**src/rtl/adc_serial_port.sv**
```systemverilog
module adc_serial_port #(
  parameter logic [7:0] ID_VAL     = 8'h49,
  parameter int         ONES_LIMIT = 32,
  parameter int         DW         = 24
) (
  input  logic          clk,
  input  logic          rst_n,
  input  logic          sclk_i,
  input  logic          csn_i,
  input  logic          din_i,
  output logic          dout_o,
  output logic          dout_oe_o,
  input  logic          conv_done_i,
  output logic [2:0]    reg_addr_o,
  output logic          reg_wr_o,
  output logic [DW-1:0] reg_wdata_o,
  input  logic [DW-1:0] reg_rdata_i,
  output logic          soft_rst_o
);
  localparam int CW = $clog2(DW + 1);
  localparam int OW = $clog2(ONES_LIMIT + 1);

  typedef enum logic [1:0] {S_CMD, S_WR, S_RD} st_t;

  logic [2:0]    sclk_sr;
  logic [1:0]    csn_sr, din_sr;
  st_t           st;
  logic [CW-1:0] cnt;
  logic [6:0]    cmd;
  logic [2:0]    addr_q;
  logic [DW-1:0] sh;
  logic          rdy_n, cont;
  logic [OW-1:0] ones;

  function automatic logic [CW-1:0] len_of(input logic [2:0] a);
    case (a)
      3'd1, 3'd2:       len_of = CW'(16);
      3'd3, 3'd6, 3'd7: len_of = CW'(DW);
      default:          len_of = CW'(8);
    endcase
  endfunction

  wire           csn_s    = csn_sr[1];
  wire           din_s    = din_sr[1];
  wire           rise     = !csn_s && sclk_sr[1] && !sclk_sr[2];
  wire           fall     = !csn_s && !sclk_sr[1] && sclk_sr[2];
  wire [7:0]     cbyte    = {cmd, din_s};
  wire [CW-1:0]  cur_len  = len_of(addr_q);
  wire           last_bit = (cnt == cur_len - 1'b1);
  wire           ones_hit = rise && din_s && (ones == OW'(ONES_LIMIT - 1));
  wire           wr_ok    = (addr_q == 3'd1) || (addr_q == 3'd2) || (addr_q == 3'd5) ||
                            (addr_q == 3'd6) || (addr_q == 3'd7);

  logic [DW-1:0] rd_word;
  always_comb begin
    if (addr_q == 3'd4)       rd_word = {ID_VAL, {(DW-8){1'b0}}};
    else if (addr_q == 3'd0)  rd_word = {rdy_n, reg_rdata_i[6:0], {(DW-8){1'b0}}};
    else if (cur_len == CW'(8))  rd_word = {reg_rdata_i[7:0], {(DW-8){1'b0}}};
    else if (cur_len == CW'(16)) rd_word = {reg_rdata_i[15:0], {(DW-16){1'b0}}};
    else                      rd_word = reg_rdata_i;
  end

  assign reg_addr_o = addr_q;
  assign dout_oe_o  = !csn_s;
  assign dout_o     = (st == S_RD) ? sh[DW-1] : rdy_n;

  always_ff @(posedge clk or negedge rst_n) begin
    if (!rst_n) begin
      sclk_sr <= 3'b111;
      csn_sr  <= 2'b11;
      din_sr  <= 2'b00;
    end else begin
      sclk_sr <= {sclk_sr[1:0], sclk_i};
      csn_sr  <= {csn_sr[0], csn_i};
      din_sr  <= {din_sr[0], din_i};
    end
  end

  always_ff @(posedge clk or negedge rst_n) begin
    if (!rst_n) begin
      st <= S_CMD; cnt <= '0; cmd <= '0; addr_q <= '0; sh <= '0;
      rdy_n <= 1'b1; cont <= 1'b0; ones <= '0;
      reg_wr_o <= 1'b0; reg_wdata_o <= '0; soft_rst_o <= 1'b0;
    end else begin
      reg_wr_o   <= 1'b0;
      soft_rst_o <= 1'b0;
      if (csn_s) begin
        st  <= S_CMD;
        cnt <= '0;
        cmd <= '0;
      end else if (ones_hit) begin
        st <= S_CMD; cnt <= '0; cmd <= '0; addr_q <= '0;
        rdy_n <= 1'b1; cont <= 1'b0; ones <= '0;
        soft_rst_o <= 1'b1;
      end else begin
        if (rise) ones <= din_s ? ones + 1'b1 : '0;
        case (st)
          S_CMD: begin
            if (!cont) begin
              if (rise && !(cnt == '0 && din_s)) begin
                if (cnt == CW'(7)) begin
                  cnt <= '0;
                  cmd <= '0;
                  sh  <= '0;
                  if (cbyte[1:0] == 2'b00) begin
                    addr_q <= cbyte[5:3];
                    if (cbyte[6]) begin
                      if (cbyte[5:3] == 3'd3 && cbyte[2]) cont <= 1'b1;
                      else st <= S_RD;
                    end else if (cbyte[5:3] != 3'd0) begin
                      st <= S_WR;
                    end
                  end
                end else begin
                  cmd <= {cmd[5:0], din_s};
                  cnt <= cnt + 1'b1;
                end
              end
            end else if (fall && !rdy_n) begin
              st  <= S_RD;
              sh  <= reg_rdata_i;
              cmd <= '0;
            end
          end
          S_WR: begin
            if (rise) begin
              sh <= {sh[DW-2:0], din_s};
              if (last_bit) begin
                cnt <= '0;
                st  <= S_CMD;
                if (wr_ok) begin
                  reg_wr_o    <= 1'b1;
                  reg_wdata_o <= {sh[DW-2:0], din_s};
                end
              end else begin
                cnt <= cnt + 1'b1;
              end
            end
          end
          default: begin
            if (fall) sh <= (cnt == '0) ? rd_word : {sh[DW-2:0], 1'b0};
            if (rise) begin
              if (cont && cnt < CW'(7)) cmd <= {cmd[5:0], din_s};
              if (cont && cnt == CW'(7) && cbyte == 8'h58 && !rdy_n) cont <= 1'b0;
              if (last_bit) begin
                cnt <= '0;
                cmd <= '0;
                st  <= S_CMD;
                if (addr_q == 3'd3) rdy_n <= 1'b1;
              end else begin
                cnt <= cnt + 1'b1;
              end
            end
          end
        endcase
      end
      if (conv_done_i) rdy_n <= 1'b0;
    end
  end


  wr_single_pulse_chk: assert property (@(posedge clk) disable iff (!rst_n)
    reg_wr_o |=> !reg_wr_o);


  wr_ro_addr_chk: assert property (@(posedge clk) disable iff (!rst_n)
    reg_wr_o |-> !(reg_addr_o == 3'd0 || reg_addr_o == 3'd3 || reg_addr_o == 3'd4));


  ready_line_chk: assert property (@(posedge clk) disable iff (!rst_n)
    conv_done_i |=> (st == S_RD || !dout_o));


  soft_rst_state_chk: assert property (@(posedge clk) disable iff (!rst_n)
    soft_rst_o |-> (st == S_CMD && !cont && cnt == '0));


  phase_count_chk: assert property (@(posedge clk) disable iff (!rst_n)
    (st != S_CMD) |-> (cnt < cur_len));


  cmd_count_chk: assert property (@(posedge clk) disable iff (!rst_n)
    (st == S_CMD) |-> (cnt < CW'(8)));
endmodule

```
**config.mk**
```make
export PLATFORM = sky130hd
export DESIGN_NAME = adc_serial_port
export DESIGN_NICKNAME = d
export VERILOG_FILES = /design/src/rtl/adc_serial_port.sv
export SDC_FILE = /design/constraint.sdc
export NUM_CORES = 1
export LEC_CHECK = 0
export BUFFER_PORTS_ARGS = -buffer_cell sky130_fd_sc_hd__buf_2
export CORE_ASPECT_RATIO = 1.5
export CORE_UTILIZATION = 45
export DETAILED_ROUTE_END_ITERATION = 10
export SLEW_MARGIN = 20
export SYNTH_ARGS = -nofsm -noshare
export SYNTH_HDL_FRONTEND = slang
export SYNTH_SLANG_ARGS = --single-unit
```
**constraint.sdc**
```tcl
create_clock -name clk -period 3.1 [get_ports clk]
set_input_delay 0.465 -clock clk [delete_from_list [all_inputs] [get_ports clk]]
set_output_delay 0.465 -clock clk [all_outputs]
set_load 0.05 [all_outputs]
```
==> impl_results.md, run 1 <==
- N_diodes: 0
- Number of global-route vias before repair: 3,798
- Clock power share: 0.458
- Register area share after synthesis: 0.468
- Reg-to-reg setup timing slack: approximately 570 ps
- Worst Path Required: ~3300 ps
- F_max: between 0.3 and 0.4 GHz
- Switching part of the total: 0.251
- Hold WC Path Type: in -> async
- Reg2reg path depth: 6
- Initial core utilization: 0.470
- Avg Cell Area, Syn: roughly 10 um^2
- Worst-margin pin slew: 994 ps
- Cell Pwr Density: about 470 mW/mm^2
- MaxCap Viol Count: 0
- Chip Height: 123 um
- Critical R2R Launch: sclk_sr[1]
- Final Non-Filler Cells: ~610
- Endpoints failing setup: 0
- Placed instance count: around 600
- Port Buffers: 60
- Vias per cell: 6.17
- Final hold viol count: 0
- DIE AREA: a little over 0.01 mm^2
- Ranking of synthesized cells by area: dfrtp_1 (43%), mux2_4 (6.5%), nor2_1 (4.4%)
- Core area: ~0.0094 mm^2
- Post-synthesis register bit count: between 80 and 90
- Io pins: 61
- Area leader, netlist: dfrtp_1
- Placer Congestion: around 0.9
- Drt pass-1 iters: 6
- Crit path buf inv count: 1
- Top-area cell type share of the netlist area: 0.432
- Layout cells sized above 1: 0.268
- Slew HR: 0.335
- Peak VDD IR: between 0.3 and 0.4 mV
- # rows: between 40 and 50
- Crit Path Class: reg -> reg
- Setup TNS Final: 0 ps
- Slowest stage delay, CP: 560 ps
- Clk_skew: a little under 9 ps
- Num CTS Buffers: 9
- Initial antenna violation count: 0
- CTS clk-pin slew, worst paths: roughly 70 ps
- CTS root buffer: clkbuf_16
- Predominant post-synthesis flop cell: dfrtp_1
- Clock Latency Late Sink: ~350 ps
- Post-route minimum period: 2530 ps
- Post-synth top cells: dfrtp_1 (76), nor2_1 (52), a21oi_1 (27)
- Netlist Area Pre-Place: around 0.0044 mm^2
- Synth Warn #: 0
- GR Overflow Total: 0
- CTS-repair resized insts: 0
- Internal power: about 1800 uW
- Total routing usage reported by global routing: 0.266
- Synth cell types: 64
- Global-route wire length before repair: between 15,000 and 20,000 um
- Critical path cell sequence: or3b_1, buf_4, o31ai_4, nor3_1, a311oi_4, o32ai_1
- Final Max Tran Viols: 0
- CP Max Fanout: 16
- Switching pwr: about 600 uW
- CP Launch Type: flip-flop
- CP startpoint: sclk_sr[1]
- H-tree depth: 3
- Detailed-route wire length per cell: about 20 um
- CP Capture Type: flip-flop
- Overall Power: approximately 2400 uW
- Setup Fix Bufs, Post-CTS: 0
- Worst Path Arrival: about 2700 ps
- CTS tree: done
- Hpwl dp: 8570 um
- Fin crit share: 0.816
- Via count: about 3,800
- EDFF count, synth: 0
- Count leader, synth: dfrtp_1
- Mapped Cells: between 400 and 500
- Initial DRC Count: approximately 320
- Hold_buf cts: 0
- Post-route DRC: 0
- Outcome: completed
- Largest net degree at the start of global routing: between 80 and 90
- Syn nets: 471
- Reg power frac: 0.472
- Leakage: about 0.0022 uW
- Asr flop ratio synth: 1.00
- Die width: 82.8 um
- Combinational Power Share: 0.070
- Routed Antenna Nets: 0
- Clock Tree Buf Depth: 2
- Nets: 528
- RSZ-0062 raised after global routing: false
- Crit path max-delay family: compound AO/OA/AOI/OAI gates
- Slowest stage cell, crit path: dfstp_2
- Clock sinks: 82
- Hold slack: around 130 ps
- R2R Path End: cmd[0]
- Area delta synth->final: 16.8%
- Routed wire length: 12,200 um
[cell usage in the layout, fill, tap and decap left out, drive strengths merged, types with 2 or more instances in the layout]
master,count
dfrtp,76
a311oi,2
o21ai,22
nor4,6
or3b,3
buf,75
o211ai,3
a31oi,15
a211oi,2
o31ai,2
inv,24
mux2i,11
a21oi,27
a222oi,8
nand4b,2
nand4,3
a21o,3
and2,2
ha,3
or3,2
nand3b,3
mux2,24
o32ai,8
nand3,8
o2111ai,9
nand2,25
a22oi,18
nor4b,2
or2,2
clkbuf,10
clkinv,2
or4,2
a22o,2
nor3,14
nor2,52
nor2b,6
dfstp,6
[cell type report]
cell class                 count  area [um^2]
multi-input combinational    305         2130
sequential                    82         2060
timing repair buffer          75          432
inverter                      22         82.6
fill                         896         4220
clock inverter                 6         72.6
tap                          112          140
clock buffer                  10          229
[metal layers]
layer	GRT usage	part of all wire
met5	0	0
met3	0.0509	0.046
met4	0.150	0.035
met1	0.319	0.40
met2	0.438	0.52
[sequential cells by signal (all words and copies together), names as in the netlist]
signal and count:
reg_wr_o 1, din_sr 2, sh 24, soft_rst_o 1
st 2, sclk_sr 3, cmd 7, ones 6
rdy_n 1, reg_wdata_o 24, csn_sr 2, cnt 5
reg_addr_o 3, cont 1
[kinds of logic after synthesis]
logic type | synth area share
simple gates | 0.158
compound gates | 0.210
flops | 0.468
buf+inv | 0.0514
mux | 0.103
fa+ha+maj | 0.00852
xor+xnor | 0.00199
[how the worst max path moves through the flow]
| stage | to | slack [ps] | cells after the start |
|---|---|---|---|
| after floorplan | reg_wdata_o[10] | 520 | 7 |
| final | cmd[0] | 570 | 6 |
| after global placement | cmd[3] | 610 | 6 |
| after CTS | cmd[0] | 540 | 6 |
| after global routing | cmd[5] | 400 | 6 |
| after detailed placement | cmd[0] | 550 | 6 |
[power groups by stage]
stage	Sequential, uW	Combinational [uW]	Clock [uW]
global placement	1150	165	0
global route	1140	188	1160
finish	1130	168	1100
detailed placement	1150	168	0
CTS	1130	169	1110
floorplan	1140	90.8	0
[worst register-to-register path, cell delays in order, from the launching register on]
cell      delay (ps)
dfstp_2          560
or3b_1           370
buf_4            220
o31ai_4          490
nor3_1           170
a311oi_4         400
o32ai_1          170
[stage by stage]
| step | setup slack (ps) | area [um^2] | util |
|---|---|---|---|
| 4_1_cts | 545 | 5140 | 0.549 |
| 6_report | 571 | 5150 | 0.550 |
| 3_3_place_gp | 612 | 4840 | 0.517 |
| 3_5_place_dp | 547 | 4840 | 0.517 |
| 5_1_grt | 396 | 5150 | 0.550 |
| 2_1_floorplan | 520 | 4400 | - |
Power figures use the tool's default switching activity.
==> inputs of run 2 (changes only) <==
Settings changed: PLACE_DENSITY set to 0.67.
Clock period 3.1 ns to 2.1 ns, I/O delays scaled along.
==> impl_results.md, run 2 (synthesized netlist as in run 1, its figures left out) <==
- Worst-margin pin slew: 468 ps (was 994 ps)
- Die width: 82.8 um (unchanged)
- Worst Path Required: 2340 ps (was 3300 ps)
- Largest regs: reg_wdata_o (24), sh (24), cmd (7) (unchanged)
- Clock sinks: 82 (unchanged)
- Failing checks: negative setup slack
- Peak VDD IR: 0.481 mV (was 0.354 mV)
- CTS tree: done (unchanged)
- Setup slack after layout: -85.1 ps (was 571 ps)
- Final Non-Filler Cells: 666 (was 612)
- Vias per cell: 6.15 (was 6.17)
- Reg2reg path depth: 7 (was 6)
- Final Max Tran Viols: 0 (unchanged)
- Design Area, Final: 0.00597 mm^2 (was 0.00515 mm^2)
- # rows: 43 (unchanged)
- DIE AREA: 0.0102 mm^2 (unchanged)
- Drt pass-1 iters: 5 (was 6)
- Final hold viol count: 0 (unchanged)
- Critical R2R Launch: sclk_sr[1] (unchanged)
- Post-route minimum period: 2190 ps (was 2530 ps)
- Clock Tree Buf Depth: 2 (unchanged)
- Detailed-route wire length per cell: 20.1 um (was 19.9 um)
- CP startpoint: sclk_sr[1] (unchanged)
- Most common cell after layout, fill and taps aside: dfrtp_1 (unchanged)
- Most frequent cells in the layout: dfrtp_1 (73), buf_2 (59), buf_4 (57) (was dfrtp_1 (76), buf_2 (59), nor2_1 (52))
- Fin crit share: 1.04 (was 0.816)
- R2R Path End: reg_wdata_o[11] (was cmd[0])
- Area delta synth->final: 35.6% (was 16.8%)
- GR Overflow Total: 0 (unchanged)
- Hold Startpoint: csn_i
- Total routing usage reported by global routing: 0.275 (was 0.266)
- Num CTS Buffers: 9 (unchanged)
- Routed wire length: 13,400 um (was 12,200 um)
- Leakage: 0.00255 uW (was 0.00219 uW)
- Via count: 4,098 (was 3,779)
- CP Capture Type: flip-flop (unchanged)
- Initial DRC Count: 317 (was 319)
- RSZ-0062 raised after global routing: true (was false)
- Initial core utilization: 0.470 (unchanged)
- Hold path cells: 1
- Cell Pwr Density: 619 mW/mm^2 (was 465 mW/mm^2)
- Placed instance count: 640 (was 596)
- CTS root buffer: clkbuf_16 (unchanged)
- Initial antenna violation count: 0 (unchanged)
- MaxCap Viol Count: 0 (unchanged)
- Port Buffers: 60 (unchanged)
- CTS clk-pin slew, worst paths: 70 ps (about the same)
- Clk_skew: 7.80 ps (was 8.87 ps)
- N_diodes: 0 (unchanged)
- Crit Path Class: reg -> reg (unchanged)
- F_max: 0.458 GHz (was 0.395 GHz)
- CP Launch Type: flip-flop (unchanged)
- H-tree depth: 3 (unchanged)
- Core area: 0.00936 mm^2 (unchanged)
- Post-route DRC: 0 (unchanged)
- Routed Antenna Nets: 0 (unchanged)
- Finished Core Util: 0.638 (was 0.550)
- Global-route wire length before repair: 20,400 um (was 19,700 um)
- Hold WC Path Type: in -> reg (was in -> async)
- Placer Congestion: 0.920 (was 0.885)
- Clock Latency Late Sink: 350 ps (about the same)
- Chip Height: 123 um (unchanged)
- Outcome: complete, but fails checks (was completed)
- Hpwl dp: 8980 um (was 8570 um)
- Endpoints failing setup: 49 (was 0)
- Worst Hold Path EP: csn_sr[0]
- CP Max Fanout: 25 (was 16)
- Worst Path Arrival: 2420 ps (was 2730 ps)
- Layout cells sized above 1: 0.442 (was 0.268)
- Io pins: 61 (unchanged)
- Reg-to-reg setup timing slack: -90 ps (was 570 ps)
- Number of global-route vias before repair: 4,088 (was 3,798)
- Slew HR: 0.686 (was 0.335)
- Nets: 582 (was 528)
- Placed cell area: 0.00521 mm^2 (was 0.00484 mm^2)
- Largest net degree at the start of global routing: 51 (was 83)
==> run 2: power breakdown <==
group	internal (uW)	switching [uW]
Clock	957	725
Combinational	148	202
Sequential	1620	37.9
Total	2730	965
==> run 2: area by class of cell <==
class / instances / area [um^2]
sequential: 82 / 2060
timing repair buffer: 129 / 928
fill: 774 / 3390
clock inverter: 7 / 90.1
clock buffer: 9 / 225
inverter: 22 / 82.6
multi-input combinational: 305 / 2440
tap: 112 / 140
==> run 2: through the flow <==
stage                     hold WS (ps)  power [uW]  setup WS (ps)  setup TNS (ps)
after detailed placement           296        2000           -194           -3870
after CTS                         51.3        3690          -78.0           -2850
after global placement             288        1990           -216           -3250
final                             63.7        3690          -85.1           -2660
after global routing              55.5        3820           -132           -5640
after floorplan                   19.4        1820           -260           -5430
==> run 2: critical path, cell delays in order (launching register included) <==
cell	delay [ps]
dfstp_2	530
or3b_4	400
buf_6	130
o31ai_4	290
buf_6	160
nor4_4	50
buf_12	190
mux2_4	320
==> run 2: what timing repair did <==
item,CTS,global route
resized for setup,18,56
gates cloned,2,2
setup buffers,2,6
setup endpoints to repair,49,66
pin swaps,3,15
endpoints found under the hold margin,32,0
hold buffers,1,0
==> run 2: worst max path at each step <==
stage                            to  slack, ps  cells after the start
global placement             cnt[4]       -220                      7
finish              reg_wdata_o[11]        -90                      7
detailed placement           cnt[2]       -190                      7
floorplan           reg_wdata_o[10]       -260                      7
global route        reg_wdata_o[11]       -130                      7
CTS                          cnt[2]        -80                      7
==> run 2: per-layer routing <==
| layer | wire [um] | up-vias | track usage |
|---|---|---|---|
| met4 | 693 | 0 | 0.183 |
| met3 | 712 | 48 | 0.0487 |
| met2 | 7020 | 173 | 0.460 |
| met5 | 0 | - | 0 |
| met1 | 4950 | 2016 | 0.313 |
| li1 | - | 1861 | - |
